===== config.mk =====
export PLATFORM = sky130hd
export DESIGN_NAME = periodic_irq_gen
export DESIGN_NICKNAME = d
export VERILOG_FILES = /design/src/rtl/periodic_irq_gen.sv
export SDC_FILE = /design/constraint.sdc
export NUM_CORES = 1
export LEC_CHECK = 0
export BUFFER_PORTS_ARGS = -buffer_cell sky130_fd_sc_hd__buf_4
export CORE_MARGIN = 10
export CORE_UTILIZATION = 47
export DETAILED_ROUTE_END_ITERATION = 6
export HOLD_SLACK_MARGIN = 0.15
export PLACE_DENSITY = 0.68
export SLEW_MARGIN = 20
export SYNTH_ARGS = -nofsm -noshare
export SYNTH_HDL_FRONTEND = slang
export SYNTH_SLANG_ARGS = --single-unit

===== constraint.sdc =====
create_clock -name clk -period 4.9 [get_ports clk]
set_input_delay 0.245 -clock clk [delete_from_list [all_inputs] [get_ports clk]]
set_output_delay 0.245 -clock clk [all_outputs]
set_load 0.05 [all_outputs]

===== src/rtl/periodic_irq_gen.sv =====
module periodic_irq_gen #(
  parameter int CNT_W     = 16,
  parameter int CODE_W    = 4,
  parameter int ALIAS_MAX = 2,
  parameter int ALIAS_ADD = 7
) (
  input  logic              clk,
  input  logic              rst_n,
  input  logic              tick32_en,
  input  logic [CODE_W-1:0] rate_sel,
  input  logic              per_en,
  input  logic              status_clr,
  output logic              per_flag,
  output logic              req_flag,
  output logic              tick
);

  logic [CNT_W-1:0]  cnt;
  logic [CNT_W-1:0]  cnt_nxt;
  logic [CNT_W-1:0]  mask;
  logic [CODE_W-1:0] eff_code;
  logic              running;
  logic              hit;

  assign eff_code = (rate_sel <= CODE_W'(ALIAS_MAX)) ? rate_sel + CODE_W'(ALIAS_ADD) : rate_sel;
  assign mask     = (CNT_W'(1) << (eff_code - CODE_W'(1))) - CNT_W'(1);
  assign cnt_nxt  = cnt + CNT_W'(1);
  assign running  = per_en && (rate_sel != '0);
  assign hit      = tick32_en && running && ((cnt_nxt & mask) == '0);

  always_ff @(posedge clk or negedge rst_n) begin
    if (!rst_n) begin
      cnt      <= '0;
      tick     <= 1'b0;
      per_flag <= 1'b0;
      req_flag <= 1'b0;
    end else begin
      if (tick32_en) cnt <= cnt_nxt;
      tick <= hit;
      if (hit) begin
        per_flag <= 1'b1;
        req_flag <= 1'b1;
      end else if (status_clr) begin
        per_flag <= 1'b0;
        req_flag <= 1'b0;
      end
    end
  end

endmodule



==> impl_metrics.ini, run 1 <==
[routing]
viasPerCell = 5.77
dr_total_vias = 1293
routedWlPerCell_um = 14.5
dr.first_iter.drc_count = 172
ant_nets = 0
wirelength_mm = 3.25
drtPass1Iterations = 4
drc = 0

[place]
portBuffers = 11
gp_congestion = 1.01
placed_cells = 218
dp_hpwl_mm = 2.50

[sta]
rsz0062_at_grt = false
slew_viol_final = 0
setup_viol = 0
finalCritPeriodShare = 0.476
finClkSkew_ns = 0.000482
period_needed_ns = 2.33
max_slew_margin = 0.601
max_freq_ghz = 0.429
max_slew.worst_pin.slew_ns = 0.593
fin_setup_tns_ns = 0
hold_viol = 0

[synthesis]
synth-simple-area-share = 0.249
synth_top_family_by_area = simple AND/OR/NAND/NOR gates
synth.mux.area_fraction = 0.00759
async_reset_ff_frac = 1.00
synth_top_area_frac = 0.287
synthCells = 173
post-synth-top-area-cell = dfrtp_1
synth-edff-count = 0
synth_adder_area_share = 0.0337
synthTopCellsByArea = dfrtp_1, xnor2_1, nand2_1
synth.distinct_cells = 48
ys_ff_latch = 17
ys_seq_area_frac = 0.287
synthXorXnorAreaFrac = 0.159
netlist_area_mm2 = 0.00148
yosys.cell_count.top_type = xnor2_1
synth_compound_area_frac = 0.182
syn_area_per_cell_um2 = 8.58
synth_nets = 186
synth_flop_cell = dfrtp_1
yosysWarnings = 0
synth_common_cells = xnor2_1, nand2_1, dfrtp_1, o21ai_0, nand3_1

[final_layout]
final_cells = 224
fillers = 302
diodes = 0
nets = 194
drive_above_1_share = 0.139
area_delta_synth_final_pct = 6.07

[power]
leakage_nw = 0.587
p_per_area_mw_per_mm2 = 312
vdd_drop_max_uv = 156

[setup_path]
cpPeakStageDelay_ns = 0.45
path_cells = ha_1 > nand2_1 > nor4_1 > xnor2_1 > o21ai_0 > a211oi_1 > o21ai_0 > o32ai_2
setup.worst_path.end_class = register
cp.required_ns = 5.10
critPathBufInv = 0
slowest_stage = dfrtp_1
setup.worst_path.start_class = register
crit_type = reg2reg
crit_family = compound AO/OA/AOI/OAI gates
path_max_fanout = 5
cp_data_arrival_time_ns = 2.53
crit_top_cell = o21ai_0

[clock_tree]
cts-root-buf = clkbuf_4
cts_sinks = 17
clockBufferDepth = 2
numCtsBuffers = 3
clock_latency_ns = 0.29
cts_max_level = 1
clk_pin_slew_ns = 0.10
cts_tree = done
cts_setup_buffers = 0

[floorplan]
core_region_area_mm2 = 0.00303
die-width_um = 76.2
pin_count = 12
initial_core_util = 0.490
die_h_um = 76.2
die_area_mm2 = 0.00580
num_rows = 20

[grt]
grt_usage = 0.113
grt_max_degree = 18
grt_antenna_before_repair = 0
grt-ovfl-total = 0
grt_pass1_vias = 1227
grt_pass1_wl_mm = 5.67

[flow_run]
drv_cap = 0

[status]
status = finished, final reports clean

[worst_hold_path]
worstHoldPathType = in2reg
==> through the flow <==
step	hold slack, ns	total power [mW]	utilization	cell area, um^2	worst slack (ns)
final	0.245	0.491	0.520	1570	2.57
after global routing	0.241	0.533	0.520	1570	2.36
after CTS	0.230	0.499	0.520	1570	2.56
after detailed placement	0.129	0.417	0.504	1530	2.42
after global placement	0.128	0.414	0.504	1530	2.50
after floorplan	-0.0506	0.387	-	1480	2.47
==> final timing paths <==
path / cells past startpoint / slack (ns) / end / startpoint
worst max-delay path: 8 / 2.57 / req_flag / cnt[0]
worst min-delay path: 2 / 0.25 / cnt[0] / tick32_en
worst max register to register: 8 / 2.57 / req_flag / cnt[0]
worst min register to register: 1 / 0.50 / cnt[14] / cnt[14]
max in group asynchronous: 2 / 4.36 / cnt[8] / rst_n
min in group asynchronous: 2 / 0.35 / cnt[14] / rst_n
==> where the power goes <==
| part | switching (mW) | total (mW) | leakage (nW) | internal (mW) |
|---|---|---|---|---|
| Clock | 0.0436 | 0.0740 | 0.0177 | 0.0303 |
| Combinational | 0.110 | 0.202 | 0.344 | 0.0926 |
| Sequential | 0.0455 | 0.215 | 0.225 | 0.170 |
| Total | 0.199 | 0.491 | 0.587 | 0.293 |
==> worst reg2reg max path, delay by kind of cell, from the launching register on <==
| kind | cells | cell delay (ns) |
|---|---|---|
| compound gates | 4 | 0.76 |
| xor+xnor | 1 | 0.24 |
| fa+ha+maj | 1 | 0.29 |
| flops | 1 | 0.45 |
| simple gates | 2 | 0.51 |
==> state kept, by name, indices dropped and copies added (netlist names) <==
register / count
tick: 1
req_flag: 1
cnt: 15
==> placed cells by master (no fill, tap or decap), types with 2 or more instances in the layout <==
cell type,n
dlygate4sd3_1,2
nor2b_1,2
o21a_1,2
nand3_1,9
or3_1,2
clkbuf_4,3
nor2_1,8
a21oi_1,7
nand4b_1,2
ha_1,4
nand2b_1,2
o21ai_0,10
nor4_1,3
nand4_1,6
o22ai_1,3
dfrtp_1,17
xor2_1,6
nor3_1,8
a31oi_1,2
a311oi_1,3
buf_4,11
xnor2_1,21
inv_1,7
nand2_1,19
==> final cells by class <==
| class | instances | area (um^2) | share of cell area |
|---|---|---|---|
| sequential | 17 | 425 | 0.270 |
| tap | 44 | 55.1 | 0.0350 |
| clock inverter | 1 | 5.00 | 0.00318 |
| inverter | 7 | 26.3 | 0.0167 |
| multi-input combinational | 139 | 937 | 0.595 |
| clock buffer | 3 | 22.5 | 0.0143 |
| timing repair buffer | 13 | 103 | 0.0652 |
==> per-layer routing <==
layer / share of wire / track usage
met3: 0.046 / 0.0307
met5: 0 / 0
met4: 0.011 / 0.0446
met2: 0.46 / 0.174
met1: 0.48 / 0.145
==> cell families (layout without fill, tap and decap cells) <==
family,count (synthesis),after routing
AO/OA/AOI/OAI,37,37
XOR/XNOR,27,27
adder cells (fa/ha/maj),4,4
buffers and inverters,17,24
flip-flops,17,17
multiplexers,1,1
AND/OR/NAND/NOR,70,70
==> timing repair <==
action	4_1_cts	5_1_grt
gates resized for setup	0	0
hold endpoints to repair	18	0
hold buffers	2	0
No activity file was read; power rests on OpenSTA's default activity.
==> run 2: changes to the inputs <==
- ABC_AREA: default -> 1
- clock period: 4.9 -> 2.15 ns (I/O delays scaled with it)
==> impl_metrics.ini, run 2 <==
[sta]
setup_ws_ns = 0.147
finClkSkew_ns = 0.00137
setup_viol = 0
rsz0062_at_grt = true
hold_ws_ns = 0.155
max_slew.worst_pin.slew_ns = 0.257
max_slew_margin = 0.827
finalCritPeriodShare = 0.932
period_needed_ns = 2.00
max_freq_ghz = 0.499
hold_viol = 0
fin_setup_tns_ns = 0
slew_viol_final = 0

[final_layout]
reg_top3 = cnt (15), req_flag (1), tick (1)
mostFrequentLayoutCell = nand2_1
nets = 280
diodes = 0
fin_util = 0.583
design_area_mm2 = 0.00193
layout_common_cells = nand2_1, inv_1, buf_4, nor2_1, nand3_1
regMostFlops = cnt
final_cells = 312
fillers = 325
area_delta_synth_final_pct = 20.4
largest_reg_flops = 15
drive_above_1_share = 0.248

[place]
dp_slack_ns = -0.105
placed_area_mm2 = 0.00182
portBuffers = 11
dp_hpwl_mm = 2.81
gp_congestion = 0.880
placed_cells = 303

[floorplan]
die_h_um = 78.4
initial_core_util = 0.485
core_region_area_mm2 = 0.00331
pin_count = 12
num_rows = 21
die_area_mm2 = 0.00615
die-width_um = 78.4

[synthesis]
syn_area_per_cell_um2 = 6.77
synth-edff-count = 0
yosys.cell_count.top_type = nand2_1
post-synth-top-area-cell = dfrtp_1
ys_seq_area_frac = 0.265
netlist_area_mm2 = 0.00160
synth_nets = 250
synth_top_area_frac = 0.265
synthTopCellsByArea = dfrtp_1, nand2_1, inv_1
async_reset_ff_frac = 1.00
synthCells = 237
synth.distinct_cells = 29
synth_common_cells = nand2_1, inv_1, nor2_1, nand3_1, dfrtp_1
yosysWarnings = 0
ys_ff_latch = 17
synth_flop_cell = dfrtp_1

[clock_tree]
clock_latency_ns = 0.29
cts-root-buf = clkbuf_4
clk_pin_slew_ns = 0.10
numCtsBuffers = 3
cts_sinks = 17
cts_max_level = 1
cts_tree = done
clockBufferDepth = 2

[routing]
dr_total_vias = 1487
drc = 0
routedWlPerCell_um = 11.0
wirelength_mm = 3.44
dr.first_iter.drc_count = 52
drtPass1Iterations = 4
ant_nets = 0
viasPerCell = 4.77

[grt]
grt-ovfl-total = 0
grt_max_degree = 24
grt_antenna_before_repair = 0
grt_pass1_wl_mm = 6.43
grt_pass1_vias = 1499
grt_usage = 0.121

[power]
vdd_drop_max_uv = 414
p_per_area_mw_per_mm2 = 630
leakage_nw = 0.975
fin_total_pwr_mw = 1.22

[status]
status = finished, final reports clean

[flow_run]
drv_cap = 0

[worst_hold_path]
worstHoldPathType = in2reg

[setup_path]
slowest_stage = dfrtp_1
crit_type = reg2reg
cp.required_ns = 2.34
crit_family = simple AND/OR/NAND/NOR gates
setup.worst_path.start_class = register
critPathBufInv = 0
cp_data_arrival_time_ns = 2.20
cpPeakStageDelay_ns = 0.39
path_max_fanout = 3
setup.worst_path.end_class = register
path_cells = ha_2 > nand3_4 > nor2_4 > nand2_2 > nor3_4 > nand2_2 > nor2_2 > xor2_1 > nand2_1 > nand3_1 > nor2_1 > nand3_1 > nand2_1
-- run 2: cell types whose count changed after synthesis, sizes merged, moves of 5 or more --
cell   change
xnor2     -20
nand3     +12
nor3       -7
nor2      +24
inv       +24
xor2       +5
nand2     +67
-- run 2: logic make-up after synthesis --
kind of cell | synth area share
AND/OR/NAND/NOR | 0.492
buffers and inverters | 0.0858
AO/OA/AOI/OAI | 0.0601
flip-flops | 0.265
XOR/XNOR | 0.0655
adder cells (fa/ha/maj) | 0.0312
-- run 2: final timing paths --
check | startpoint | cells after the start | end | slack (ns)
worst min-delay path | tick32_en | 3 | cnt[2] | 0.16
worst max-delay path | cnt[1] | 13 | req_flag | 0.15
worst min register to register | req_flag | 2 | req_flag | 0.52
worst max register to register | cnt[1] | 13 | req_flag | 0.15
max in group asynchronous | rst_n | 2 | cnt[0] | 1.75
min in group asynchronous | rst_n | 2 | tick | 0.21
-- run 2: power by group --
part           internal [mW]  switching [mW]  leakage (nW)
clock network         0.0692           0.106        0.0177
logic                  0.220           0.347         0.733
registers              0.398          0.0751         0.224
total                  0.688           0.529         0.975
-- run 2: worst reg2reg max path, cell delays in order, from the launching register on --
cell     delay [ns]
dfrtp_1        0.39
ha_2           0.22
nand3_4        0.10
nor2_4         0.14
nand2_2        0.08
nor3_4         0.22
nand2_2        0.10
nor2_2         0.12
xor2_1         0.20
nand2_1        0.07
nand3_1        0.07
nor2_1         0.05
nand3_1        0.09
nand2_1        0.05
-- run 2: final cells by class --
| cell class | count | area (um^2) | area share |
|---|---|---|---|
| timing repair buffer | 28 | 215 | 0.111 |
| inverter | 32 | 123 | 0.0635 |
| tap | 46 | 57.6 | 0.0298 |
| sequential | 17 | 425 | 0.220 |
| multi-input combinational | 185 | 1080 | 0.561 |
| clock buffer | 3 | 22.5 | 0.0117 |
| clock inverter | 1 | 5.00 | 0.00259 |
-- run 2: repair_timing --
action | in CTS | in global routing
hold buffers | 2 | 0
setup endpoints to repair | 0 | 2
buffers inserted | 0 | 3
endpoints found under the hold margin | 18 | 0
gates resized for setup | 0 | 11
-- run 2: routing by layer --
metal,wire length (um),share of wire,track usage,up-vias
met4,19,0.0055,0.0287,0
met3,71,0.021,0.0171,2
li1,-,-,-,808
met5,0,0,0,-
met1,1740,0.51,0.158,666
met2,1610,0.47,0.205,11
==> run 3: changes to the inputs <==
- BUFFER_PORTS_ARGS: -buffer_cell sky130_fd_sc_hd__buf_4 -> default
- CORE_UTILIZATION: 47 -> 35
- DONT_BUFFER_PORTS: default -> 1
- PLACE_DENSITY: 0.68 -> 0.58
==> impl_metrics.ini, run 3 (synthesized netlist as in run 2, its figures left out) <==
[final_layout]
largest_reg_flops = 15
area_delta_synth_final_pct = 16.4
nets = 266
drive_above_1_share = 0.206
mostFrequentLayoutCell = nand2_1
final_cells = 304
regMostFlops = cnt
diodes = 0
reg_top3 = cnt (15), req_flag (1), tick (1)
layout_common_cells = nand2_1, inv_1, nor2_1, nand3_1, dfrtp_1

[floorplan]
die_h_um = 87.7
die_area_mm2 = 0.00769
core_region_area_mm2 = 0.00438
initial_core_util = 0.366
pin_count = 12
die-width_um = 87.7
num_rows = 24

[sta]
finClkSkew_ns = 0.00393
finalCritPeriodShare = 0.925
hold_viol = 0
hold_ws_ns = 0.358
max_slew_margin = 0.498
setup_ws_ns = 0.161
max_freq_ghz = 0.503
setup_viol = 0
period_needed_ns = 1.99
slew_viol_final = 0
max_slew.worst_pin.slew_ns = 0.751
rsz0062_at_grt = true

[place]
placed_cells = 295
dp_slack_ns = 0.0111
portBuffers = 0
gp_congestion = 0.823
dp_hpwl_mm = 2.83

[clock_tree]
cts_tree = done
clk_pin_slew_ns = 0.07
clockBufferDepth = 2
cts-root-buf = clkbuf_8
cts_max_level = 1
clock_latency_ns = 0.26
numCtsBuffers = 3
cts_sinks = 17

[grt]
grt-ovfl-total = 0
grt_pass1_vias = 1473
grt_antenna_before_repair = 0
grt_pass1_wl_mm = 6.38
grt_usage = 0.0996
grt_max_degree = 23

[power]
vdd_drop_max_uv = 500
leakage_nw = 0.915
p_per_area_mw_per_mm2 = 689

[worst_hold_path]
worstHoldPathType = in2async

[routing]
wirelength_mm = 3.49
drc = 0
ant_nets = 0
routedWlPerCell_um = 11.5
viasPerCell = 4.76
dr_total_vias = 1446
drtPass1Iterations = 4
dr.first_iter.drc_count = 62

[setup_path]
cp_data_arrival_time_ns = 2.14
crit_type = reg2reg
cp.required_ns = 2.30
setup.worst_path.start_class = register
setup.worst_path.end_class = register
path_max_fanout = 3

[flow_run]
drv_cap = 0

[status]
status = finished, final reports clean
==> run 3: cell types whose count changed in the layout (fill, tap and decap cells not counted), sizes merged <==
cell,before,now
buf,26,11
dlygate4sd3,2,3
==> run 3: path summary, 6_finish.rpt <==
kind / start / end / slack, ns / cells past startpoint
max in group asynchronous: rst_n / cnt[0] / 1.32 / 1
hold / removal: rst_n / cnt[10] / 0.36 / 1
setup reg to reg: cnt[1] / req_flag / 0.16 / 13
min in group clk: tick32_en / tick / 0.36 / 8
hold reg to reg: cnt[8] / cnt[8] / 0.54 / 2
setup / recovery: cnt[1] / req_flag / 0.16 / 13
==> run 3: what timing repair did <==
| item | 4_1_cts | 5_1_grt |
|---|---|---|
| setup endpoints to repair | 0 | 2 |
| hold buffers | 3 | 0 |
| setup buffers | 0 | 2 |
| endpoints found under the hold margin | 33 | 0 |
| gates resized for setup | 0 | 13 |
==> run 3: final cells by class <==
cell class	instances	area, um^2
fillers	453	2520
multi-input cells	185	1090
flip-flops and latches	17	425
inverters	32	123
repair buffers	14	113
well taps	52	65.1
clock buffers	3	41.3
clock inverters	1	5.00
==> run 3: critical path, stage by stage, from the launching register on <==
cell and delay [ns]:
dfrtp_1 0.41, ha_4 0.17, nand3_4 0.09, nor2_4 0.14
nand2_2 0.08, nor3_4 0.23, nand2_2 0.09, nor2_2 0.12
xor2_1 0.22, nand2_1 0.07, nand3_1 0.07, nor2_1 0.05
nand3_1 0.09, nand2_1 0.06
==> run 3: layer usage <==
layer | vias to the layer above | global-route usage | share of wire
li1 | 777 | - | -
met1 | 655 | 0.124 | 0.49
met2 | 9 | 0.167 | 0.47
met3 | 5 | 0.0149 | 0.018
met4 | 0 | 0.0406 | 0.015
met5 | - | 0 | 0
==> run 3: power by group <==
group | internal (mW) | switching [mW]
clock network | 0.129 | 0.116
logic | 0.217 | 0.338
registers | 0.399 | 0.0876
total | 0.744 | 0.542
==> run 3: stage by stage <==
step	power, mW	util	setup TNS, ns	instance area (um^2)
after detailed placement	0.971	0.393	0	1720
after floorplan	0.854	-	0	1600
after global routing	1.41	0.426	-0.0466	1870
after CTS	1.24	0.410	0	1800
after global placement	0.971	0.393	0	1720
final	1.29	0.426	0	1870
